### src/rtl/posit_ssf_pkg.sv
package posit_ssf_pkg;

   // Largest magnitude of the combined scale for a word/exponent pair.
   function automatic int scale_limit(int pw, int ew);
      return (pw - 2) << ew;
   endfunction

   // Explicit fraction bits that survive the shortest (two-bit) regime.
   function automatic int max_frac_bits(int pw, int ew);
      return pw - 3 - ew;
   endfunction

   // Width of the run-length counter; must represent pw-1.
   function automatic int run_bits(int pw);
      return $clog2(pw);
   endfunction

   // Width of the signed regime value; must hold +/-(pw-1).
   function automatic int regime_bits(int pw);
      return $clog2(pw) + 2;
   endfunction

endpackage

### src/rtl/posit_sign_strip.sv
module posit_sign_strip #(
   parameter int PW = 8
) (
   input  logic [PW-1:0] word,
   output logic [PW-2:0] body,
   output logic          sign,
   output logic          is_zero,
   output logic          is_nar
);

   localparam int BW = PW - 1;

   logic          top;
   logic [BW-1:0] low;
   logic [BW-1:0] low_neg;

   assign top     = word[PW-1];
   assign low     = word[BW-1:0];
   assign low_neg = ~low + BW'(1);

   // The low bits of a full-word negation equal the negation of the low bits.
   assign body    = top ? low_neg : low;
   assign is_zero = (top == 1'b0) && (low == '0);
   assign is_nar  = (top == 1'b1) && (low == '0);
   assign sign    = top & ~is_nar;

endmodule

### src/rtl/posit_regime_scan.sv
module posit_regime_scan
   import posit_ssf_pkg::*;
#(
   parameter int PW = 8
) (
   input  logic [PW-2:0]                 body,
   output logic signed [regime_bits(PW)-1:0] regime,
   output logic [run_bits(PW)-1:0]       consumed
);

   localparam int BW = PW - 1;
   localparam int RW = run_bits(PW);
   localparam int KW = regime_bits(PW);

   logic          lead;
   logic [BW-1:0] same;
   logic [RW-1:0] run_len;
   logic signed [KW-1:0] run_s;

   assign lead = body[BW-1];

   // same[j] is set while the first j+1 bits all match the leading bit.
   genvar j;
   generate
      for (j = 0; j < BW; j++) begin : g_chain
         if (j == 0) begin : g_first
            assign same[j] = 1'b1;
         end else begin : g_next
            assign same[j] = same[j-1] & (body[BW-1-j] == lead);
         end
      end
   endgenerate

   always_comb begin
      run_len = '0;
      for (int i = 0; i < BW; i++) begin
         run_len = run_len + RW'(same[i]);
      end
   end

   assign run_s    = $signed(KW'(run_len));
   assign regime   = lead ? (run_s - $signed(KW'(1))) : (-run_s);
   assign consumed = (run_len == RW'(BW)) ? RW'(BW) : (run_len + RW'(1));

endmodule

### src/rtl/posit_field_align.sv
module posit_field_align
   import posit_ssf_pkg::*;
#(
   parameter int PW      = 8,
   parameter int EW      = 1,
   parameter int SCALE_W = 6,
   parameter int FRAC_W  = 4
) (
   input  logic [PW-2:0]                     body,
   input  logic [run_bits(PW)-1:0]           consumed,
   input  logic signed [regime_bits(PW)-1:0] regime,
   output logic [SCALE_W-1:0]                scale,
   output logic [FRAC_W-1:0]                 frac
);

   localparam int BW = PW - 1;
   localparam int QW = BW - 2;                 // bits beyond the minimum regime
   localparam int FW = max_frac_bits(PW, EW);  // explicit fraction bits at most
   localparam int RW = run_bits(PW);

   // At least two regime bits are always used, so the top two body bits
   // never reach the exponent or fraction: shift only the rest.
   logic [QW-1:0] rest;
   logic [FW-1:0] tail;

   assign rest = body[QW-1:0] << (consumed - RW'(2));

   generate
      if (EW == 0) begin : g_no_exp
         assign tail  = rest;
         assign scale = SCALE_W'(int'(regime));
      end else begin : g_exp
         logic [EW-1:0] expo;
         // Cut-off exponent bits are zeros shifted in from the right.
         assign expo  = rest[QW-1 -: EW];
         assign tail  = rest[FW-1:0];
         assign scale = SCALE_W'((int'(regime) * (1 << EW)) + int'(expo));
      end

      if (FRAC_W == FW) begin : g_frac_exact
         assign frac = tail;
      end else begin : g_frac_pad
         assign frac = {tail, {(FRAC_W - FW){1'b0}}};
      end
   endgenerate

endmodule

### src/rtl/posit_ssf_unpack.sv
module posit_ssf_unpack
   import posit_ssf_pkg::*;
#(
   parameter int PW      = 8,
   parameter int EW      = 1,
   parameter int SCALE_W = 6,
   parameter int FRAC_W  = 4
) (
   input  logic               clk,
   input  logic               rst_n,
   input  logic               in_valid,
   input  logic [PW-1:0]      in_word,
   output logic               out_valid,
   output logic               out_nar,
   output logic               out_zero,
   output logic               out_sign,
   output logic [SCALE_W-1:0] out_scale,
   output logic [FRAC_W-1:0]  out_frac
);

   localparam int KW    = regime_bits(PW);
   localparam int RW    = run_bits(PW);
   localparam int LIMIT = scale_limit(PW, EW);

   generate
      if (PW < EW + 4) begin : g_bad_width
         $error("word width leaves no fraction bit for this exponent width");
      end
      if (FRAC_W < max_frac_bits(PW, EW)) begin : g_bad_frac
         $error("fraction width cannot hold every explicit fraction bit");
      end
      if ((1 << (SCALE_W - 1)) <= LIMIT) begin : g_bad_scale
         $error("scale width cannot hold the full scale range");
      end
   endgenerate

   logic [PW-2:0]        body;
   logic                 sign_c;
   logic                 zero_c;
   logic                 nar_c;
   logic signed [KW-1:0] regime;
   logic [RW-1:0]        consumed;
   logic [SCALE_W-1:0]   scale_c;
   logic [FRAC_W-1:0]    frac_c;
   logic                 special;

   posit_sign_strip #(.PW(PW)) u_strip (
      .word    (in_word),
      .body    (body),
      .sign    (sign_c),
      .is_zero (zero_c),
      .is_nar  (nar_c)
   );

   posit_regime_scan #(.PW(PW)) u_scan (
      .body     (body),
      .regime   (regime),
      .consumed (consumed)
   );

   posit_field_align #(
      .PW      (PW),
      .EW      (EW),
      .SCALE_W (SCALE_W),
      .FRAC_W  (FRAC_W)
   ) u_align (
      .body     (body),
      .consumed (consumed),
      .regime   (regime),
      .scale    (scale_c),
      .frac     (frac_c)
   );

   assign special = zero_c | nar_c;

   always_ff @(posedge clk) begin
      if (!rst_n) begin
         out_valid <= 1'b0;
         out_nar   <= 1'b0;
         out_zero  <= 1'b0;
         out_sign  <= 1'b0;
         out_scale <= '0;
         out_frac  <= '0;
      end else begin
         out_valid <= in_valid;
         if (in_valid) begin
            out_nar   <= nar_c;
            out_zero  <= zero_c;
            out_sign  <= sign_c;
            out_scale <= special ? '0 : scale_c;
            out_frac  <= special ? '0 : frac_c;
         end
      end
   end

endmodule

### config.mk
export PLATFORM = sky130hd
export DESIGN_NAME = posit_ssf_unpack
export DESIGN_NICKNAME = d
export VERILOG_FILES = /design/src/rtl/posit_ssf_pkg.sv /design/src/rtl/posit_sign_strip.sv /design/src/rtl/posit_regime_scan.sv /design/src/rtl/posit_field_align.sv /design/src/rtl/posit_ssf_unpack.sv
export SDC_FILE = /design/constraint.sdc
export NUM_CORES = 1
export LEC_CHECK = 0
export BUFFER_PORTS_ARGS = -buffer_cell sky130_fd_sc_hd__buf_2
export CORE_ASPECT_RATIO = 1.5
export CORE_MARGIN = 8
export CORE_UTILIZATION = 53
export CTS_BUF_LIST = sky130_fd_sc_hd__clkbuf_8
export CTS_CLUSTER_DIAMETER = 120
export DETAILED_ROUTE_END_ITERATION = 8
export PLACE_DENSITY_LB_ADDON = 0.3
export SLEW_MARGIN = 40
export SYNTH_ARGS = -nofsm -noshare
export SYNTH_HDL_FRONTEND = slang
export SYNTH_SLANG_ARGS = --single-unit
### constraint.sdc
create_clock -name clk -period 6.4 [get_ports clk]
set_clock_uncertainty 0.1 [all_clocks]
set_input_delay 0.32 -clock clk [delete_from_list [all_inputs] [get_ports clk]]
set_output_delay 0.32 -clock clk [all_outputs]
set_load 0.01 [all_outputs]
# [Word level (Yosys, flattened, before mapping)]
# Index checks and enable logic that the tools add are counted.
[totals] ram_bits=0 n_memories=0 register_bits=14 input_bits=11 romBits=0 elab_cells=44 latch_bits=0
[op_classes] order_cmp=0 eq_ne=7 div=0 n_addsub=12 shift=1 mux=5 reduce_logical=3 multipliers=0 bitwise=10
[op_table] cell="adder 3 x 1 -> 3 bit" n=5
[op_table] cell="adder 7 x 1 -> 7 bit, second input constant" n=1
[op_table] cell="zero test 7 bit" n=1
[op_table] cell="2-to-1 mux 7 bit" n=1
[op_table] cell="inverter 7 bit" n=1
[op_table] cell="adder 6 x 2 -> 6 bit" n=1
[op_table] cell="bitwise AND 1 bit" n=6
[op_table] cell="== test 1 bit" n=6
[op_table] cell="2-to-1 mux 6 bit" n=1
[op_table] cell="2-to-1 mux 5 bit" n=1
[op_table] cell="negator 3 -> 5 bit" n=1
[op_table] cell="left shift 5 x 3 -> 5 bit" n=1
[op_table] cell="2-to-1 mux 4 bit" n=1
[op_table] cell="subtractor 3 x 1 -> 4 bit, second input constant" n=1
[op_table] cell="adder 3 x 1 -> 3 bit, second input constant" n=1
[op_table] cell="== test 3 bit, second input constant" n=1
[op_table] cell="2-to-1 mux 3 bit" n=1
[op_table] cell="subtractor 3 x 2 -> 3 bit, second input constant" n=1
[op_table] cell="adder 1 x 1 -> 2 bit, first input constant" n=1
[op_table] cell="logical AND 1 bit" n=2
[op_table] cell="inverter 1 bit" n=2
[op_table] cell="bitwise OR 1 bit" n=1

# [Longest topological paths before layout]
[depth] ltp_word=16 mapped_depth=21 ltp_nobuf=19

# [By module]
# Synthesis repeated with hierarchy kept, for this count alone.
[hier_totals] hier_cells=145 hier_area_um2=1307.5
[modules_own_cells] module="posit_ssf_unpack" instances=1 cells_each=56 area_each_um2=625.6
[modules_own_cells] module="posit_regime_scan" instances=1 cells_each=43 area_each_um2=340.3
[modules_own_cells] module="posit_sign_strip" instances=1 cells_each=24 area_each_um2=177.7
[modules_own_cells] module="posit_field_align" instances=1 cells_each=22 area_each_um2=163.9

# [Least setup slack after synthesis]
# Ideal clock, no wire load.
[synth_path] kind="input -> register" from="input in_word[4]" to="register out_frac[1]" stages=18 slack_ps=1787 t_required_ps=6242 t_arrival_ps=4455 setup_ps=58 cell_sequence="or3_4 o31ai_4 xor2_2 or4_4 mux2i_1 ha_1 fa_1 ha_1 inv_1 fa_1 inv_1 ha_1 clkbuf_1 nand2b_1 nor2_1 nand3b_1 a311oi_1 o21a_1"
[synth_via] elab_chain_len=15 elab_cells_between_ends=30 classes_between="add/sub (9); eq/ne (7); shift (1); mux (3); bitwise (7); reduce/logical (3)"
[synth_rtl] element="start, declared" line="posit_ssf_unpack.sv:12" source="input logic [PW-1:0] in_word,"
[synth_rtl] element="inverter 7 bit" line="posit_sign_strip.sv:19" source="assign low_neg = ~low + BW'(1);"
[synth_rtl] element="adder 7 x 1 -> 7 bit" line="posit_sign_strip.sv:19"
[synth_rtl] element="2-to-1 mux 7 bit" line="posit_sign_strip.sv:22" source="assign body = top ? low_neg : low;"
[synth_rtl] element="== test 1 bit" line="posit_regime_scan.sv:29" source="assign same[j] = same[j-1] & (body[BW-1-j] == lead);"
[synth_rtl] element="adder 1 x 1 -> 2 bit or bitwise AND 1 bit (tied branches)" line="posit_regime_scan.sv:37, posit_regime_scan.sv:29"
[synth_rtl] element="adder 3 x 1 -> 3 bit or bitwise AND 1 bit (tied branches) (4 in series)" line="posit_regime_scan.sv:37, posit_regime_scan.sv:29"
[synth_rtl] element="adder 3 x 1 -> 3 bit" line="posit_regime_scan.sv:37" source="run_len = run_len + RW'(same[i]);"
[synth_rtl] element="adder 3 x 1 -> 3 bit or == test 3 bit (tied branches)" line="posit_regime_scan.sv:43" source="assign consumed = (run_len == RW'(BW)) ? RW'(BW) : (run_len + RW'(1));"
[synth_rtl] element="2-to-1 mux 3 bit" line="posit_regime_scan.sv:43"
[synth_rtl] element="subtractor 3 x 2 -> 3 bit" line="posit_field_align.sv:26" source="assign rest = body[QW-1:0] << (consumed - RW'(2));"
[synth_rtl] element="left shift 5 x 3 -> 5 bit" line="posit_field_align.sv:26"
[synth_rtl] element="2-to-1 mux 4 bit *" line="posit_ssf_unpack.sv:91" source="out_frac <= special ? '0 : frac_c;"
[synth_rtl] element="end signal, assigned" line="posit_ssf_unpack.sv:91"
[synth_rtl] element="end, declared" line="posit_ssf_unpack.sv:18" source="output logic [FRAC_W-1:0] out_frac"
# Every way passes the cells marked *; elsewhere a longest branch is shown, timed or not.
# A chain may end at the register's enable or synchronous reset.

# [Worst setup path in the final report]
[layout_path] from="input in_word[0]" to="register out_frac[1]"
# The elaborated chain is that of the path after synthesis.

==> summary.txt <==
Clock network
  – Hold buffers post-CTS: 0
  – CTS Sinks: 14
  – Cts bufs inserted: 3
  – Clock slew at reported path FFs: 0.06 ns
  – CTS root buffer: clkbuf_8
  – Max Buffers Root-to-Sink: 2
  – Post CTS Setup Buffer Count: 0
  – Cts repair resizes: 0
  – CTS tree: built
  – Clk_lat worst skew: 0.24 ns
  – Htree depth: 1

Timing
  – Fin crit share: 78.66%
  – Pins Over Slew Limit: 0
  – Worst slew margin: 49.13%
  – Total negative slack: 0 ns
  – Fin crit period: 5.034 ns
  – Final Hold Fails: 0
  – Hold slack: 0.2693 ns
  – RSZ-0062 raised after global routing: no
  – Worst Tran Pin Value: 0.7419 ns
  – Final setup viols: 0
  – Fmax: 198.6 MHz
  – Setup ws final: 1.366 ns

Global route
  – Global-route wire length before repair: 4464 µm
  – Vias in the first global route: 1,012
  – Pin count of the biggest net entering global routing: 12
  – GRT Util Overall: 12.86%
  – Initial antenna violation count: 0
  – Total grt overflow: 0

Routing
  – First-pass iteration count of the detailed router: 4
  – DR vias: 1,057
  – Antenna-violating nets left: 0
  – DR iter-0 viols: 17
  – Drt wl/cell: 13.67 µm
  – Post-Route WL: 2542 µm
  – Vias per inst: 5.683
  – Post-route DRC: 0

Worst setup path
  – Reg2Reg Depth: 3
  – R2R Path Start: out_frac[3]$_SDFFE_PN0P_
  – Worst Path Arrival: 5.12 ns
  – Crit end category: flop
  – Critical Path Fanout Max: 11
  – R2r setup slk: 5.43 ns
  – Critical Path Start Type: input pin
  – Worst r2r dst: out_frac[3]$_SDFFE_PN0P_
  – WS Path Type: in -> reg
  – Required time worst endpoint: 6.49 ns

Floorplan
  – Ports: 25
  – Site row count: 21
  – CORE AREA: 0.002233 mm²
  – Die Span Y: 75.12 µm
  – Die Footprint: 0.004162 mm²
  – Die width: 55.41 µm
  – Starting Density: 55.29%

Layout
  – Final nets: 186
  – Most frequent cells in the layout: buf_2 (24), nand2_1 (16), dfxtp_1 (14)
  – ANT cells: 0
  – Layout area overhead: 11.96%
  – Most common cell after layout, fill and taps aside: buf_2
  – Share of cells above drive strength 1: 23.31%

Logic synthesis
  – Synth area leader: dfxtp_1
  – Syn Inst Count: 144
  – Seq/Total Area, Yosys: 22.70%
  – Ranking of synthesized cells by area: dfxtp_1 (23%), ha_1 (8.1%), xnor2_1 (5.7%)
  – Post-synth EDFFs: 0
  – Mapped Area: 0.001235 mm²
  – Synth Area in Compound Gates: 19.55%
  – Simple-gate share of the synthesized area: 26.95%
  – Top-area cell type share of the netlist area: 22.70%
  – Seq cells post-synth: 14
  – Total number of yosys warnings: 0
  – Syn Area/Cell: 8.576 µm²
  – Post-Synth Adder-Cell Area: 11.35%
  – Netlist cell types: 48
  – Primary FF master, synth: dfxtp_1
  – Post-synthesis mux area share: 3.242%
  – Synth async-reset ratio: 0%
  – Xor/xnor cell area share of the yosys netlist: 9.726%
  – Largest family of logic cells by synthesized area: simple AND/OR/NAND/NOR gates
  – Syn Nets: 165

Min path
  – Hold Path Depth: 2
  – Hold WC Path Type: in -> reg
  – Hold Startpoint: rst_n
  – WHS Endpoint: out_sign$_SDFFE_PN0P_

Power
  – Static Leakage: 0.5844 nW
  – Cell Pwr Density: 286.2 mW/mm²
  – Worst VDD drop: 0.0001422 V

Placed design
  – DP Wirelength: 2082 µm
  – GPL Wtd Cong: 0.7915
  – Place WS: 1.115 ns
  – I/O Buffers: 24

Flow run
  – Maxcap violations: 0

Status
  – Outcome: complete, no violations
routing by layer:
layer  GRT usage (%)  part of all wire [%]  wire length [µm]  vias up
li1                -                     -                 -      548
met5               0                     0                 0        -
met1           13.06                    41              1033      486
met3           3.204                   4.6               118        4
met2           23.88                    53              1337       19
met4           6.593                   2.1                53        0
kinds of logic (layout without fill, tap and decap cells):
| kind of cell | after synthesis | after routing |
|---|---|---|
| multiplexers | 4 | 4 |
| XOR/XNOR | 12 | 12 |
| AO/OA/AOI/OAI | 31 | 31 |
| flip-flops | 14 | 14 |
| buffers and inverters | 18 | 37 |
| AND/OR/NAND/NOR | 55 | 55 |
| adder cells (fa/ha/maj) | 10 | 10 |
how the worst max path moves through the flow:
stage | start | end | slack [ns] | cells after the start
floorplan | in_word[4] | out_frac[1]$_SDFFE_PN0P_ | 1.79 | 18
global placement | in_word[0] | out_frac[1]$_SDFFE_PN0P_ | 1.32 | 20
detailed placement | in_word[0] | out_frac[1]$_SDFFE_PN0P_ | 1.11 | 20
CTS | in_word[0] | out_frac[1]$_SDFFE_PN0P_ | 1.37 | 20
global route | in_word[0] | out_frac[1]$_SDFFE_PN0P_ | 1.01 | 20
finish | in_word[0] | out_frac[1]$_SDFFE_PN0P_ | 1.37 | 20
where the power goes:
part / switching (W) / internal (W) / total, W
clock: 0.0000300 / 0.0000416 / 0.0000716
combinational: 0.000124 / 0.0000912 / 0.000215
sequential: 0.00000651 / 0.000103 / 0.000109
stage by stage:
stage	power (W)	utilization (%)	instance area [µm²]	cells
2_1_floorplan	0.0002834	-	1235	144
3_3_place_gp	0.0003201	60.06	1341	183
3_5_place_dp	0.0003277	60.06	1341	183
4_1_cts	0.0003990	61.90	1383	186
5_1_grt	0.0004285	61.90	1383	186
6_report	0.0003957	61.90	1383	186
synth_stat cells (4+ instances only):
cell      instances
nand2_1          16
ha_1              8
mux2i_1           4
inv_1            10
o22ai_1           5
nor2_1            4
nor2b_1           7
xnor2_1           8
dfxtp_1          14
clkbuf_1          5
nand2b_1          5
critical path: stages:
cell and delay [ns]:
buf_2 0.15, inv_1 0.13, ha_1 0.23, nand2b_1 0.13, o21ai_2 0.17, xor2_2 0.58, or4_4 0.26, mux2i_1 0.08
ha_1 0.34, fa_1 0.54, ha_1 0.13, inv_1 0.04, fa_1 0.54, inv_1 0.06, ha_1 0.47, nand2b_1 0.12
nor2_1 0.20, nand3b_1 0.14, a311oi_1 0.29, o21a_1 0.18
flip-flops by register name (all words and copies together) (netlist names):
name / count
out_frac: 4
out_nar: 1
out_zero: 1
out_valid: 1
out_scale: 6
out_sign: 1
layout make-up:
cell class,count,area (µm²)
repair buffers,24,120.1
fillers,204,850.8
clock buffers,3,41.29
flip-flops and latches,14,280.3
inverters,10,37.54
multi-input cells,112,874.6
well taps,23,28.78
No activity file was read; power rests on OpenSTA's default activity.
